--- src/rtl/dbgc_pkg.sv ---
package dbgc_pkg;
  localparam int CHAIN_W = 40;
  localparam int ADDR_W  = 6;
  localparam int DATA_W  = 32;
  localparam int NUM_RW  = 3;

  localparam logic [ADDR_W-1:0] A_ID    = 6'h00;
  localparam logic [ADDR_W-1:0] A_CTYPE = 6'h01;
  localparam logic [ADDR_W-1:0] A_CTRL  = 6'h02;
  localparam logic [ADDR_W-1:0] A_DLOCK = 6'h12;
  localparam logic [ADDR_W-1:0] A_ILOCK = 6'h13;
  localparam logic [ADDR_W-1:0] A_PID   = 6'h1A;
  localparam logic [ADDR_W-1:0] A_TEST  = 6'h1E;

  localparam logic [ADDR_W-1:0] RW_ADDR [NUM_RW] = '{A_CTRL, A_PID, A_TEST};

  typedef struct packed {
    logic              wr;
    logic [ADDR_W-1:0] addr;
    logic [DATA_W-1:0] data;
    logic              phys;
  } frame_t;
endpackage

--- src/rtl/dbgc_rst_sync.sv ---
module dbgc_rst_sync #(
  parameter int STAGES = 2
) (
  input  logic clk,
  input  logic arst_n,
  output logic rst_n
);
  logic [STAGES-1:0] sync_q;
  logic [STAGES-1:0] sync_d;

  always_comb begin
    sync_d = {sync_q[STAGES-2:0], 1'b1};
  end

  always_ff @(posedge clk or negedge arst_n) begin
    if (!arst_n) sync_q <= '0;
    else         sync_q <= sync_d;
  end

  assign rst_n = sync_q[STAGES-1];
endmodule

--- src/rtl/dbgc_shifter.sv ---
module dbgc_shifter
  import dbgc_pkg::*;
(
  input  logic               clk,
  input  logic               rst_n,
  input  logic               shift_en,
  input  logic               cap_en,
  input  logic [DATA_W-1:0]  cap_data,
  input  logic               sdi,
  output logic [CHAIN_W-1:0] frame_q,
  output logic               sdo
);
  logic [CHAIN_W-1:0] frame_d;

  always_comb begin
    frame_d = frame_q;
    if (shift_en) begin
      frame_d = {sdi, frame_q[CHAIN_W-1:1]};
    end else if (cap_en) begin
      frame_d[DATA_W:1] = cap_data;
    end
  end

  always_ff @(posedge clk or negedge rst_n) begin
    if (!rst_n)                  frame_q <= '0;
    else if (shift_en || cap_en) frame_q <= frame_d;
  end

  assign sdo = frame_q[0];
endmodule

--- src/rtl/dbgc_regbank.sv ---
module dbgc_regbank
  import dbgc_pkg::*;
#(
  parameter logic [31:0] ID_VALUE    = 32'h1357_2468,
  parameter logic [31:0] CTYPE_VALUE = 32'h0D17_2A51
) (
  input  logic              clk,
  input  logic              rst_n,
  input  logic              wr_en,
  input  logic [ADDR_W-1:0] wr_addr,
  input  logic [DATA_W-1:0] wr_data,
  input  logic [ADDR_W-1:0] rd_addr,
  input  logic [DATA_W-1:0] dlock_in,
  input  logic [DATA_W-1:0] ilock_in,
  output logic [DATA_W-1:0] rd_data,
  output logic [DATA_W-1:0] ctrl_q,
  output logic [DATA_W-1:0] pid_q,
  output logic [DATA_W-1:0] test_q
);
  logic [DATA_W-1:0] rw_q [NUM_RW];

  for (genvar g = 0; g < NUM_RW; g++) begin : g_rw
    logic hit;
    assign hit = wr_en && (wr_addr == RW_ADDR[g]);
    always_ff @(posedge clk or negedge rst_n) begin
      if (!rst_n)   rw_q[g] <= '0;
      else if (hit) rw_q[g] <= wr_data;
    end
  end

  assign ctrl_q = rw_q[0];
  assign pid_q  = rw_q[1];
  assign test_q = rw_q[2];

  always_comb begin
    case (rd_addr)
      A_ID:    rd_data = ID_VALUE;
      A_CTYPE: rd_data = CTYPE_VALUE;
      A_CTRL:  rd_data = rw_q[0];
      A_PID:   rd_data = rw_q[1];
      A_TEST:  rd_data = rw_q[2];
      A_DLOCK: rd_data = dlock_in;
      A_ILOCK: rd_data = ilock_in;
      default: rd_data = '0;
    endcase
  end
endmodule

--- src/rtl/dbgc_interp.sv ---
module dbgc_interp
  import dbgc_pkg::*;
(
  input  logic              clk,
  input  logic              rst_n,
  input  logic              enable,
  input  logic              load,
  input  logic [DATA_W-1:0] instr_in,
  output logic [DATA_W-1:0] instr_q,
  output logic              valid
);
  logic [DATA_W-1:0] instr_d;
  logic              valid_q, valid_d;
  logic              instr_en;

  always_comb begin
    instr_en = enable && load;
    instr_d  = instr_in;
    valid_d  = valid_q;
    if (!enable)   valid_d = 1'b0;
    else if (load) valid_d = 1'b1;
  end

  always_ff @(posedge clk or negedge rst_n) begin
    if (!rst_n)        instr_q <= '0;
    else if (instr_en) instr_q <= instr_d;
  end

  always_ff @(posedge clk or negedge rst_n) begin
    if (!rst_n) valid_q <= 1'b0;
    else        valid_q <= valid_d;
  end

  assign valid = valid_q && enable;
endmodule

--- src/rtl/dbg_sysreg_chain.sv ---
module dbg_sysreg_chain
  import dbgc_pkg::*;
#(
  parameter logic [31:0] ID_VALUE    = 32'h1357_2468,
  parameter logic [31:0] CTYPE_VALUE = 32'h0D17_2A51,
  parameter int          SYNC_STAGES = 2
) (
  input  logic        tck,
  input  logic        trst_n,
  input  logic        chain_sel,
  input  logic        capture_dr,
  input  logic        shift_dr,
  input  logic        update_dr,
  input  logic        tdi,
  output logic        tdo,
  input  logic [31:0] dlock_in,
  input  logic [31:0] ilock_in,
  output logic [31:0] ctrl_out,
  output logic [31:0] pid_out,
  output logic [31:0] test_out,
  output logic [31:0] instr_out,
  output logic        instr_valid
);
  logic               rst_n;
  logic [CHAIN_W-1:0] frame_q;
  frame_t             fr;
  logic               upd, shift_en, cap_en;
  logic               rd_pend_q, rd_pend_d;
  logic [ADDR_W-1:0]  rd_addr_q, rd_addr_d;
  logic [DATA_W-1:0]  rd_data;
  logic               wr_en, interp_load;

  dbgc_rst_sync #(.STAGES(SYNC_STAGES)) u_rst (
    .clk(tck), .arst_n(trst_n), .rst_n(rst_n)
  );

  assign fr       = frame_q;
  assign upd      = chain_sel && update_dr;
  assign shift_en = chain_sel && shift_dr;
  assign cap_en   = chain_sel && capture_dr && rd_pend_q;

  // update-time decode
  always_comb begin
    wr_en       = upd && fr.phys && fr.wr;
    interp_load = upd && !fr.phys && !fr.wr && (fr.addr == '0);
    rd_pend_d   = rd_pend_q;
    rd_addr_d   = rd_addr_q;
    if (upd) begin
      rd_pend_d = fr.phys && !fr.wr;
      if (fr.phys && !fr.wr) rd_addr_d = fr.addr;
    end
  end

  always_ff @(posedge tck or negedge rst_n) begin
    if (!rst_n) begin
      rd_pend_q <= 1'b0;
      rd_addr_q <= '0;
    end else if (upd) begin
      rd_pend_q <= rd_pend_d;
      rd_addr_q <= rd_addr_d;
    end
  end

  dbgc_shifter u_shift (
    .clk(tck), .rst_n(rst_n), .shift_en(shift_en), .cap_en(cap_en),
    .cap_data(rd_data), .sdi(tdi), .frame_q(frame_q), .sdo(tdo)
  );

  dbgc_regbank #(.ID_VALUE(ID_VALUE), .CTYPE_VALUE(CTYPE_VALUE)) u_regs (
    .clk(tck), .rst_n(rst_n), .wr_en(wr_en), .wr_addr(fr.addr),
    .wr_data(fr.data), .rd_addr(rd_addr_q), .dlock_in(dlock_in),
    .ilock_in(ilock_in), .rd_data(rd_data), .ctrl_q(ctrl_out),
    .pid_q(pid_out), .test_q(test_out)
  );

  dbgc_interp u_interp (
    .clk(tck), .rst_n(rst_n), .enable(test_out[0]), .load(interp_load),
    .instr_in(fr.data), .instr_q(instr_out), .valid(instr_valid)
  );
endmodule

--- config.mk ---
export PLATFORM = sky130hd
export DESIGN_NAME = dbg_sysreg_chain
export DESIGN_NICKNAME = d
export VERILOG_FILES = /design/src/rtl/dbgc_pkg.sv /design/src/rtl/dbgc_rst_sync.sv /design/src/rtl/dbgc_shifter.sv /design/src/rtl/dbgc_regbank.sv /design/src/rtl/dbgc_interp.sv /design/src/rtl/dbg_sysreg_chain.sv
export SDC_FILE = /design/constraint.sdc
export NUM_CORES = 1
export LEC_CHECK = 0
export ABC_CLOCK_PERIOD_IN_PS = 7400
export BUFFER_PORTS_ARGS = -buffer_cell sky130_fd_sc_hd__buf_4
export CAP_MARGIN = 40
export CELL_PAD_IN_SITES_DETAIL_PLACEMENT = 1
export CELL_PAD_IN_SITES_GLOBAL_PLACEMENT = 2
export CORE_MARGIN = 10
export CORE_UTILIZATION = 36
export DETAILED_ROUTE_END_ITERATION = 6
export PLACE_DENSITY = 0.82
export SYNTH_ARGS = -nofsm -noshare
export SYNTH_HDL_FRONTEND = slang
export SYNTH_SLANG_ARGS = --single-unit
--- constraint.sdc ---
create_clock -name tck -period 7.4 [get_ports tck]
set_clock_uncertainty 0.15 [all_clocks]
set_input_delay 1.48 -clock tck [delete_from_list [all_inputs] [get_ports tck]]
set_output_delay 1.48 -clock tck [all_outputs]
set_load 0.01 [all_outputs]
==> results.sh, run 1 <==
export IMPL_final_antenna_net_count=0
export IMPL_grt_pass1_vias=7109
export IMPL_die_area_um2=30500
export IMPL_dp_cells=1135
export IMPL_total_power_w=0.00216
export IMPL_cp_required_ps=7590
export IMPL_grt_first_pass_wirelength_um=46000
export IMPL_antenna_found_initial=1
export IMPL_cp_arrival_ps=3380
export IMPL_cts_inserted_buffers=17
export IMPL_grt_start_max_net_pins=57
export IMPL_slew_headroom_pct=42.1
export IMPL_total_number_of_nets_in_the_final_design=906
export IMPL_tns_setup_ps=0
export IMPL_reg2reg_to="u_shift.frame_q[23]"
export IMPL_rsz0062_at_grt="false"
export IMPL_finalWorstPathRequiredPeriod_ps=3180
export IMPL_post_synth_top_area_fraction_pct=51.8
export IMPL_placed_cell_area_um2=10400
export IMPL_regToRegStartpoint="rd_addr_q[2]"
export IMPL_io_pins=201
export IMPL_synth_flop_cell="sky130_fd_sc_hd__dfrtp_1"
export IMPL_setup_viol=0
export IMPL_drc_marker_count_from_the_first_detailed_route_iteration=510
export IMPL_yosys_warnings=0
export IMPL_worstSetupStartpointType="input port"
export IMPL_initial_utilization_pct=36.6
export IMPL_run_status="complete, no violations"
export IMPL_critPathTopFamily="simple AND/OR/NAND/NOR gates"
export IMPL_place_gp_congestion=0.791
export IMPL_synth_nets=721
export IMPL_die_height_um=175
export IMPL_critical_path_peak_fanout=15
export IMPL_critical_path_cell_chain="buf_4 -> nand3_1 -> nor3_2 -> nand2_1 -> buf_4 -> a22oi_1"
export IMPL_power_leakage_nw=5.20
export IMPL_crit_path_top_delay_cell="sky130_fd_sc_hd__nor3_2"
export IMPL_cts_htree_levels=4
export IMPL_max_clock_path_buffers=2
export IMPL_reg2reg_setup_slack_ps=4680
export IMPL_syn_inst=650
export IMPL_final_max_slew_viol_count=0
export IMPL_cts_repair_timing_setup_buffer_count=0
export IMPL_mappedNetlistArea_um2=8590
export IMPL_post_synth_top_count_cell="sky130_fd_sc_hd__dfrtp_1"
export IMPL_synth_top_cells_by_area="sky130_fd_sc_hd__dfrtp_1, sky130_fd_sc_hd__mux2_2, sky130_fd_sc_hd__mux2i_1, sky130_fd_sc_hd__a22oi_1, sky130_fd_sc_hd__a21oi_1"
export IMPL_grt_util_all_layers_pct=19.5
export IMPL_hold_viol=0
export IMPL_synth_seq_cells=178
export IMPL_critPathMostFrequentCell="sky130_fd_sc_hd__buf_4"
export IMPL_post_synthesis_to_final_layout_area_growth_pct=27.9
export IMPL_floorplan_rows=56
export IMPL_ctsHoldBuffers=0
export IMPL_drt_wl_total_um=29800
export IMPL_tritoncts="built"
export IMPL_setup_worst_path_class="input port to register"
export IMPL_synth_seq_area_share_pct=51.8
export IMPL_min_from="u_rst.sync_q[0]"
export IMPL_clk_root_buffer_cell="sky130_fd_sc_hd__clkbuf_16"
export IMPL_post_route_cells_drive_above_1_share_pct=49.4
export IMPL_final_period_utilization_pct=43.0
export IMPL_insertedDiodeCount=0
export IMPL_die_width_um=175
export IMPL_count_of_flip_flops_with_a_built_in_enable_after_synthesis=0
export IMPL_final_cells=1165
export IMPL_power_density_cell_area_nw_per_um2=197
export IMPL_finish_instance_area_um2=11000
export IMPL_post_synth_most_frequent_cells="sky130_fd_sc_hd__dfrtp_1, sky130_fd_sc_hd__mux2_2, sky130_fd_sc_hd__mux2i_1"
export IMPL_timing_fmax_mhz=314
export IMPL_delay_contributed_by_the_slowest_stage_of_the_critical_path_ps=520
export IMPL_clk_pin_slew_ps=70
export IMPL_end_kind="register"
export IMPL_io_buffers=200
export IMPL_number_of_cells_on_the_worst_hold_path=0
export IMPL_overflow=0
export IMPL_synthesis_area_per_instance_um2=13.2
export IMPL_dr_total_vias=6531
export IMPL_asyncSetResetFlopFracSynth_pct=100
export IMPL_cts_resized=0
export IMPL_min_path_type="register to register"
export IMPL_detail_route_wl_per_cell_um=25.6
export IMPL_synth_distinct_cells=54
export IMPL_clock_sinks=178
export IMPL_cap_viol_max_count=0
export IMPL_coreArea_um2=23500
export IMPL_clock_latency_ps=440
export IMPL_layout_core_utilization_pct=46.8
export IMPL_viasPerCell=5.61
export IMPL_detail_route_drc_violations=0
export IMPL_max_vdd_ir_drop_mv=0.127
export IMPL_critical_path_n_buffers_inverters=2
export IMPL_synth_top_cell_by_area="sky130_fd_sc_hd__dfrtp_1"
export IMPL_r2r_cells=6
export IMPL_whs_endpoint="u_rst.sync_q[1]"
export IMPL_drt_pre_antenna_iters=6
export IMPL_post_dp_hpwl_um=20500
export IMPL_worst_pin_slew_ps=862
-- flip-flops by register name, summed over array words and instances (netlist names) --
register          cells
rd_addr_q             6
u_interp.instr_q     32
u_interp.valid_q      1
u_rst.sync_q          2
u_regs.test_q        32
u_shift.frame_q      40
u_regs.ctrl_q        32
rd_pend_q             1
u_regs.pid_q         32
-- logic make-up (layout without fill, tap and decap cells) --
logic type | count (synthesis) | count (layout) | synth area share [%]
buffers and inverters | 53 | 249 | 4.08
other | 1 | 1 | 0.0436
and+or+nand+nor | 105 | 105 | 9.01
DFF | 178 | 178 | 51.8
AOI/OAI and AO/OA | 138 | 138 | 12.6
muxes | 175 | 175 | 22.5
-- final cells by class --
| cell class | instances | area [um^2] |
|---|---|---|
| Inverter | 2 | 7.51 |
| Multi-Input combinational cell | 419 | 3820 |
| Clock buffer | 21 | 460 |
| Tap cell | 319 | 399 |
| Sequential cell | 178 | 4460 |
| Timing Repair Buffer | 217 | 1710 |
| Clock inverter | 9 | 133 |
| Fill cell | 2445 | 12500 |
-- layout by cell type, fill, tap and decap left out, types with 2 or more instances in the layout --
cell	Yosys	layout
sky130_fd_sc_hd__nor3_2	2	2
sky130_fd_sc_hd__a221oi_1	12	12
sky130_fd_sc_hd__nand2b_1	13	13
sky130_fd_sc_hd__a211oi_1	6	6
sky130_fd_sc_hd__nor3b_2	10	10
sky130_fd_sc_hd__nor3_1	14	14
sky130_fd_sc_hd__o21ai_0	3	3
sky130_fd_sc_hd__a22oi_1	27	27
sky130_fd_sc_hd__mux2i_1	33	33
sky130_fd_sc_hd__o21ai_1	10	10
sky130_fd_sc_hd__clkbuf_1	13	2
sky130_fd_sc_hd__nand2_2	1	3
sky130_fd_sc_hd__nand3_1	2	2
sky130_fd_sc_hd__nand2_1	9	7
sky130_fd_sc_hd__dfrtp_1	178	176
sky130_fd_sc_hd__a21oi_1	27	27
sky130_fd_sc_hd__clkinvlp_4	0	2
sky130_fd_sc_hd__buf_16	0	2
sky130_fd_sc_hd__buf_4	1	211
sky130_fd_sc_hd__and3_1	13	13
sky130_fd_sc_hd__bufinv_16	0	3
sky130_fd_sc_hd__nor4b_1	14	14
sky130_fd_sc_hd__mux2_2	136	136
sky130_fd_sc_hd__buf_12	0	3
sky130_fd_sc_hd__a32o_1	2	2
sky130_fd_sc_hd__a22oi_2	10	10
sky130_fd_sc_hd__clkbuf_16	0	17
sky130_fd_sc_hd__mux2_1	6	6
sky130_fd_sc_hd__nor4_4	0	2
sky130_fd_sc_hd__a2111oi_0	13	13
sky130_fd_sc_hd__nor3b_1	3	3
sky130_fd_sc_hd__clkbuf_8	6	2
sky130_fd_sc_hd__o22a_1	6	6
sky130_fd_sc_hd__a222oi_1	12	12
sky130_fd_sc_hd__a221o_1	6	6
sky130_fd_sc_hd__nor2b_1	8	8
sky130_fd_sc_hd__clkinv_2	0	2
-- how the worst max path moves through the flow --
stage | from | end | slack (ps) | depth (start not counted)
2_1_floorplan | u_rst.sync_q[1] | rd_addr_q[0] | 1920 | 0
3_3_place_gp | chain_sel | u_regs.test_q[16] | 3840 | 5
3_5_place_dp | chain_sel | u_shift.frame_q[4] | 3830 | 6
4_1_cts | chain_sel | u_shift.frame_q[4] | 4270 | 6
5_1_grt | chain_sel | u_shift.frame_q[6] | 4110 | 6
6_report | chain_sel | u_shift.frame_q[4] | 4220 | 6
-- stage by stage --
step                setup WS, ps  hold slack [ps]
floorplan                   1920              181
global placement            3840              187
global route                4110              223
CTS                         4270              215
finish                      4220              211
detailed placement          3830              187
-- where the power goes --
part / switching (W) / leakage (nW) / internal (W)
clock: 0.000391 / 0.285 / 0.000546
combinational: 0.0000600 / 2.46 / 0.0000730
sequential: 0.0000837 / 2.45 / 0.00101
-- metal layers --
metal  global-route usage [%]  up-vias  wire [um]
li1                         -     2876          -
met1                     26.3     3397      13800
met2                     30.7      224      14000
met3                     4.05       34       1600
met4                     5.97        0        447
met5                        0        -          0
No activity file was read; power rests on OpenSTA's default activity.
==> inputs of run 2 (changes only) <==
- ABC_CLOCK_PERIOD_IN_PS: 7400 -> 2600
- CORE_UTILIZATION: 36 -> 33
- PLACE_DENSITY: 0.82 -> 0.79
- clock period: 7.4 -> 2.6 ns (I/O delays scaled with it)
==> run 2 against run 1 <==
Non-clock buffer count increased by 16. First-iteration DRC count decreased by 11%. Worst setup slack got worse by 3900 ps. Hold slack got worse by 48 ps. Sequential cell count unchanged. Die area increased by 8.0%. Global-route usage decreased by 1.5 points. Clock-buffer cell count decreased by 3. Critical path depth decreased by 2. Register-to-register slack got worse by 4400 ps. Critical path type is now register to register. Largest cell class unchanged. Largest power group unchanged.
==> results.sh, run 2 (synthesis gave the netlist of run 1 again) <==
export IMPL_tritoncts="built"
export IMPL_grt_pass1_vias=7054
export IMPL_power_density_cell_area_nw_per_um2=541
export IMPL_clk_root_buffer_cell="sky130_fd_sc_hd__clkbuf_16"
export IMPL_reg2reg_setup_slack_ps=310
export IMPL_die_width_um=181
export IMPL_min_from="tdi"
export IMPL_regToRegStartpoint="rd_addr_q[1]"
export IMPL_final_max_slew_viol_count=0
export IMPL_place_gp_congestion=0.802
export IMPL_final_cell_mix="sky130_fd_sc_hd__buf_4, sky130_fd_sc_hd__dfrtp_1, sky130_fd_sc_hd__mux2_2"
export IMPL_worstSetupStartpointType="register"
export IMPL_cp_arrival_ps=2420
export IMPL_cts_inserted_buffers=17
export IMPL_post_dp_hpwl_um=21300
export IMPL_drt_wl_total_um=30100
export IMPL_number_of_cells_on_the_worst_hold_path=2
export IMPL_insertedDiodeCount=0
export IMPL_reg2reg_to="u_shift.frame_q[24]"
export IMPL_clock_latency_ps=430
export IMPL_viasPerCell=5.46
export IMPL_finalWorstPathRequiredPeriod_ps=2290
export IMPL_initial_utilization_pct=33.3
export IMPL_max_reg_flops=40
export IMPL_slew_headroom_pct=52.2
export IMPL_drc_marker_count_from_the_first_detailed_route_iteration=454
export IMPL_worst_pin_slew_ps=699
export IMPL_end_kind="register"
export IMPL_overflow=0
export IMPL_cts_resized=0
export IMPL_drt_pre_antenna_iters=5
export IMPL_placed_cell_area_um2=10500
export IMPL_holdWs_ps=163
export IMPL_cap_viol_max_count=0
export IMPL_post_route_cells_drive_above_1_share_pct=50.5
export IMPL_setup_worst_path_class="register to register"
export IMPL_finish_instance_area_um2=11100
export IMPL_max_flop_register="u_shift.frame_q"
export IMPL_dr_total_vias=6541
export IMPL_delay_contributed_by_the_slowest_stage_of_the_critical_path_ps=710
export IMPL_layout_commonest_cell="sky130_fd_sc_hd__buf_4"
export IMPL_timing_fmax_mhz=438
export IMPL_cp_required_ps=2740
export IMPL_cts_htree_levels=4
export IMPL_rsz0062_at_grt="false"
export IMPL_antenna_found_initial=0
export IMPL_crit_path_top_delay_cell="sky130_fd_sc_hd__a2111oi_0"
export IMPL_run_status="complete, no violations"
export IMPL_floorplan_rows=59
export IMPL_detail_route_drc_violations=0
export IMPL_die_height_um=181
export IMPL_grt_first_pass_wirelength_um=45900
export IMPL_io_pins=201
export IMPL_critical_path_cell_chain="nor4bb_1 -> and3_2 -> a2111oi_0 -> o21ai_1"
export IMPL_grt_util_all_layers_pct=17.9
export IMPL_critical_path_peak_fanout=14
export IMPL_io_buffers=200
export IMPL_detail_route_wl_per_cell_um=25.1
export IMPL_max_clock_path_buffers=2
export IMPL_final_period_utilization_pct=87.9
export IMPL_grt_start_max_net_pins=92
export IMPL_r2r_cells=4
export IMPL_post_synthesis_to_final_layout_area_growth_pct=28.8
export IMPL_min_path_type="input port to register"
export IMPL_setup_viol=0
export IMPL_clk_pin_slew_ps=70
export IMPL_coreArea_um2=25800
export IMPL_hold_viol=0
export IMPL_power_leakage_nw=5.24
export IMPL_total_number_of_nets_in_the_final_design=922
export IMPL_final_antenna_net_count=0
export IMPL_max_vdd_ir_drop_mv=0.404
export IMPL_cts_repair_timing_setup_buffer_count=0
export IMPL_die_area_um2=32900
export IMPL_clock_sinks=178
export IMPL_tns_setup_ps=0
export IMPL_total_power_w=0.00598
export IMPL_whs_endpoint="u_shift.frame_q[39]"
## run 2: critical path: cells and delay by family, from the launching register on
kind | cells | cell delay [ps]
DFF | 1 | 580
and+or+nand+nor | 2 | 600
AOI/OAI and AO/OA | 2 | 810
## run 2: routing by layer
layer / track usage [%] / share of wire (%) / up-vias
met3: 4.47 / 5.8 / 25
met5: 0 / 0 / -
met1: 23.6 / 45 / 3415
met2: 29.0 / 48 / 192
met4: 4.00 / 1.2 / 0
li1: - / - / 2909
## run 2: worst max path at each step
stage                     depth (start not counted)  slack [ps]            start             endpoint
after floorplan                                   0         620  u_rst.sync_q[1]         rd_addr_q[0]
after global routing                              4         240     rd_addr_q[1]  u_shift.frame_q[24]
after detailed placement                          5         340        chain_sel      u_regs.pid_q[3]
after CTS                                         4         360     rd_addr_q[1]  u_shift.frame_q[24]
after global placement                            5         370        chain_sel     u_regs.pid_q[10]
final                                             4         310     rd_addr_q[1]  u_shift.frame_q[24]
## run 2: area by class of cell
cell class / instances / area, um^2
fillers: 2751 / 14800
well taps: 335 / 419
repair buffers: 233 / 1810
clock buffers: 18 / 429
clock inverters: 14 / 129
inverters: 2 / 7.51
multi-input cells: 419 / 3810
flip-flops and latches: 178 / 4460
## run 2: through the flow
| stage | util (%) | setup slack [ps] | instances |
|---|---|---|---|
| 2_1_floorplan | - | 617 | 650 |
| 3_3_place_gp | 40.6 | 372 | 1166 |
| 3_5_place_dp | 40.6 | 336 | 1166 |
| 4_1_cts | 42.8 | 364 | 1199 |
| 5_1_grt | 42.8 | 238 | 1199 |
| 6_report | 42.8 | 315 | 1199 |
## run 2: timing repair
item / 4_1_cts / 5_1_grt
hold endpoints to repair: 2 / 0
setup endpoints to repair: 0 / 0
hold buffers: 1 / 0
## run 2: report_power, final
group	total, W	switching (W)	internal, W
clock network	0.00249	0.00116	0.00133
registers	0.00309	0.000223	0.00287
logic	0.000400	0.000189	0.000211
